--- src/rtl/lru_pkg.sv ---
package lru_pkg;
    localparam int WAYS   = 4;
    localparam int LINE_W = $clog2(WAYS);

    typedef logic [LINE_W-1:0] line_t;

    typedef enum logic [1:0] {
        OP_IDLE = 2'd0,
        OP_HIT  = 2'd1,
        OP_MISS = 2'd2
    } op_e;

    typedef struct packed {
        line_t [WAYS-1:0] slot;   // slot[0] most recent, slot[WAYS-1] least recent
    } stack_t;
endpackage

--- src/rtl/lru_op_decode.sv ---
module lru_op_decode
    import lru_pkg::*;
(
    input  logic  hit_stb,
    input  logic  miss_stb,
    input  line_t acc_line,
    input  line_t bottom_line,
    output op_e   op,
    output line_t in_line
);
    always_comb begin
        op      = OP_IDLE;
        in_line = acc_line;
        if (hit_stb) begin
            op      = OP_HIT;          // hit has priority over miss
            in_line = acc_line;
        end else if (miss_stb) begin
            op      = OP_MISS;
            in_line = bottom_line;     // replaced line goes to the top
        end
    end
endmodule

--- src/rtl/lru_shift_enable.sv ---
module lru_shift_enable
    import lru_pkg::*;
(
    input  stack_t          stack_q,
    input  line_t           in_line,
    input  op_e             op,
    output logic [WAYS-1:0] shift_en
);
    logic [WAYS-1:0] differs;

    for (genvar g = 0; g < WAYS; g++) begin : g_cmp
        assign differs[g] = (stack_q.slot[g] != in_line);
    end

    assign shift_en[0] = (op != OP_IDLE);
    for (genvar g = 1; g < WAYS; g++) begin : g_chain
        assign shift_en[g] = shift_en[g-1] & differs[g-1];
    end
endmodule

--- src/rtl/lru_shift_stack.sv ---
module lru_shift_stack
    import lru_pkg::*;
(
    input  logic              clk,
    input  logic              rst_n,
    input  logic [LINE_W-1:0] acc_line,
    input  logic              hit_stb,
    input  logic              miss_stb,
    output logic [LINE_W-1:0] victim_line
);
    stack_t          stack_d, stack_q;
    op_e             op;
    line_t           in_line;
    logic [WAYS-1:0] shift_en;

    lru_op_decode i_decode (
        .hit_stb     (hit_stb),
        .miss_stb    (miss_stb),
        .acc_line    (acc_line),
        .bottom_line (stack_q.slot[WAYS-1]),
        .op          (op),
        .in_line     (in_line)
    );

    lru_shift_enable i_enable (
        .stack_q  (stack_q),
        .in_line  (in_line),
        .op       (op),
        .shift_en (shift_en)
    );

    always_comb begin
        stack_d = stack_q;
        for (int i = 0; i < WAYS; i++) begin
            if (shift_en[i]) begin
                if (i == 0) stack_d.slot[i] = in_line;
                else        stack_d.slot[i] = stack_q.slot[i-1];
            end
        end
    end

    always_ff @(posedge clk or negedge rst_n) begin
        if (!rst_n) begin
            for (int i = 0; i < WAYS; i++) stack_q.slot[i] <= line_t'(i);
        end else begin
            stack_q <= stack_d;
        end
    end

    assign victim_line = stack_q.slot[WAYS-1];
endmodule

--- config.mk ---
export PLATFORM = sky130hd
export DESIGN_NAME = lru_shift_stack
export DESIGN_NICKNAME = d
export VERILOG_FILES = /design/src/rtl/lru_pkg.sv /design/src/rtl/lru_op_decode.sv /design/src/rtl/lru_shift_enable.sv /design/src/rtl/lru_shift_stack.sv
export SDC_FILE = /design/constraint.sdc
export NUM_CORES = 1
export LEC_CHECK = 0
export CORE_AREA = 2 2 39 41
export CTS_CLUSTER_DIAMETER = 100
export DETAILED_ROUTE_END_ITERATION = 8
export DIE_AREA = 0 0 41 43
export DONT_BUFFER_PORTS = 1
export PLACE_DENSITY_LB_ADDON = 0.1
export SYNTH_ARGS = -nofsm -noshare
export SYNTH_HDL_FRONTEND = slang
export SYNTH_SLANG_ARGS = --single-unit
--- constraint.sdc ---
create_clock -name clk -period 2.1 [get_ports clk]
set_clock_uncertainty 0.2 [all_clocks]
set_input_delay 0.42 -clock clk [delete_from_list [all_inputs] [get_ports clk]]
set_output_delay 0.42 -clock clk [all_outputs]
set_load 0.005 [all_outputs]
==> run_results.csv <==
group,metric,value,unit
power_and_ir_drop,switching_share,39.9,%
sta,hold_viol,0,
worst_setup_path,required,2.04,ns
logic_synthesis,seq_area_frac_synth,34.5,%
die,fp.coreArea,1380,um^2
worst_setup_path,path_cells,"xor2_1, a211o_1, a22o_4, nand2_2, mux2_1",
power_and_ir_drop,p_leak,0.000262,uW
worst_setup_path,end_kind,"flip-flop",
clock_network,clk_pin_slew,0.06,ns
grt,grt_usage,16.6,%
placement,gp_congestion,0.767,
power_and_ir_drop,p_per_area,1340,nW/um^2
final_layout,fillers,130,
placement,numPortBuffers,0,
clock_network,clock_sinks,8,
final_layout,layout_common_cells,"nand2_1 (7), xor2_1 (5), o21ai_0 (4), dfrtp_1 (4), dfstp_2 (4)",
die,dieArea,1760,um^2
detailed_routing,drc_errors,0,
logic_synthesis,synth_top_cell_area_share,17.7,%
sta,worst_pin_slew,0.396,ns
sta,drv_slew,0,
detailed_routing,wl_per_cell,15.0,um
sta,fin_setup_tns,0,ns
clock_network,cts_resized,0,
sta,max_freq,0.516,GHz
worst_setup_path,cpPeakStageDelay,0.60,ns
logic_synthesis,synthesis.area,594,um^2
detailed_routing,dr.pass1.iters,4,
final_layout,final_util,45.5,%
logic_synthesis,yosys_warnings,0,
logic_synthesis,synth_top_area_cell,"dfstp_2",
final_layout,stdcell_count,76,
worst_setup_path,critPathKind,"reg2reg",
power_and_ir_drop,clock_power_share,15.0,%
worst_setup_path,cp_max_fo,6,
grt,grt_max_degree,9,
logic_synthesis,netlist_instances,58,
final_layout,final_common_cell,"nand2_1",
sta,max-slew-margin-rel,73.4,%
die,die_w,41,um
logic_synthesis,avgSynthCellArea,10.2,um^2
logic_synthesis,synth-seq-cells,8,
power_and_ir_drop,intPower,507,uW
worst_hold_path,holdPathStages,1,
logic_synthesis,synth_ff_type,"dfstp_2",
final_layout,diodes,0,
sta,period_share,92.2,%
grt,grt_pass1_wl,1890,um
worst_setup_path,arrival,1.87,ns
final_layout,drive_gt1_share,30.0,%
grt,antenna_found_initial,0,
run_status,status,"finished clean",
sta,period_minus_slack,1.94,ns
detailed_routing,vias,424,
placement,pre_cts_ws,0.160,ns
sta,setup_violations,0,
logic_synthesis,yosys-top-cells-area,"dfstp_2 (18%), dfrtp_1 (17%), xor2_1 (7.4%), a41oi_2 (5.5%), mux2i_1 (5.1%)",
placement,post-dp-hpwl,921,um
detailed_routing,routed_wl,1140,um
sta,whs,0.0865,ns
final_layout,areaGrowthSynthToFinish,5.89,%
power_and_ir_drop,irDropWorstVdd,0.492,mV
grt,grt_pass1_vias,456,
clock_network,cts_tree,"built",
logic_synthesis,mappedNetlistNets,64,
final_layout,multiInputGateArea,342,um^2
detailed_routing,drt_iter0_drc,6,
clock_network,insertion_delay,0.25,ns
power_and_ir_drop,power.share.sequential,40.9,%
die,start_util,42.9,%
worst_hold_path,hold_path.class,"in2reg",
clock_network,cts_inserted_buffers,3,
worst_setup_path,reg2reg_depth,5,
die,io_pins,8,
clock_network,cts.path.max_buffers,2,
power_and_ir_drop,combPwrFrac,44.1,%
power_and_ir_drop,power.switching,337,uW
logic_synthesis,async_flop_share,100,%
job,cap_violations,0,
final_layout,final-seq-area,205,um^2
worst_setup_path,worstSetupStartpointType,"flip-flop",
sta,rsz0062_at_grt,"false",
worst_setup_path,slowest_stage,"dfstp_2",
logic_synthesis,synth.distinct_cells,25,
die,die_h,43,um
clock_network,root_buffer,"clkbuf_4",
grt,grt_remaining_overflow,0,
final_layout,final_nets,67,
clock_network,htree_levels,1,
placement,place_inst,71,
logic_synthesis,synth-edff-count,0,
sta,fin_ws,0.163,ns
detailed_routing,via_per_inst,5.58,
die,rows,14,
detailed_routing,ant_nets,0,
## final timing paths
kind	start	endpoint	slack (ns)
worst max-delay path	victim_line[1]	stack_q[4]	0.16
max in group asynchronous	rst_n	stack_q[5]	1.05
worst max register to register	victim_line[1]	stack_q[4]	0.16
worst min register to register	stack_q[2]	stack_q[2]	0.36
worst min-delay path	hit_stb	stack_q[0]	0.09
min in group asynchronous	rst_n	stack_q[4]	0.33
## repair_timing
action / CTS / global route
buffers inserted: 0 / 0
hold buffers: 1 / 0
hold endpoints to repair: 8 / 0
## metrics by stage
step | total power (uW) | instance area, um^2
finish | 844 | 629
global route | 912 | 629
CTS | 851 | 629
detailed placement | 715 | 593
global placement | 695 | 593
floorplan | 655 | 594
## flip-flops by register name, indices dropped and copies added (netlist names)
name and count:
stack_q 6, victim_line 2
## layout make-up
cell class | instances | share of cell area [%]
Clock buffer | 4 | 4.17
Inverter | 3 | 1.79
Multi-Input combinational cell | 42 | 54.3
Sequential cell | 8 | 32.6
Tap cell | 16 | 3.18
Timing Repair Buffer | 3 | 3.98
## Yosys cell counts, types with 3 or more instances
| cell type | number |
|---|---|
| dfrtp_1 | 4 |
| dfstp_2 | 4 |
| inv_1 | 3 |
| mux2i_1 | 3 |
| nand2_1 | 7 |
| o21ai_0 | 4 |
| xnor2_1 | 3 |
| xor2_1 | 5 |
## power by group through the flow
| stage | registers [uW] | clock network, uW | logic, uW |
|---|---|---|---|
| floorplan | 315 | 0 | 340 |
| global placement | 342 | 0 | 353 |
| detailed placement | 347 | 0 | 367 |
| CTS | 345 | 133 | 373 |
| global route | 355 | 147 | 409 |
| finish | 345 | 127 | 372 |
## metal layers
layer	track usage, %	up-vias	share of wire [%]
met4	14.0	0	3.6
met5	0	-	0
li1	-	205	-
met3	8.90	4	7.2
met2	23.1	14	48
met1	17.2	201	41
## critical path, delay by kind of cell, from the launching register on
family          cells  cell delay, ns
simple gates        1            0.09
xor+xnor            1            0.08
flops               1            0.60
compound gates      2            0.53
mux                 1            0.32
## cell families (layout without fill, tap and decap cells)
logic type / after synthesis / after routing / share of synthesized area (%)
compound gates: 13 / 13 / 21.5
xor+xnor: 8 / 8 / 11.8
buf+inv: 8 / 10 / 8.00
flops: 8 / 8 / 34.5
mux: 6 / 6 / 10.7
simple gates: 15 / 15 / 13.5
Power figures use the tool's default switching activity.
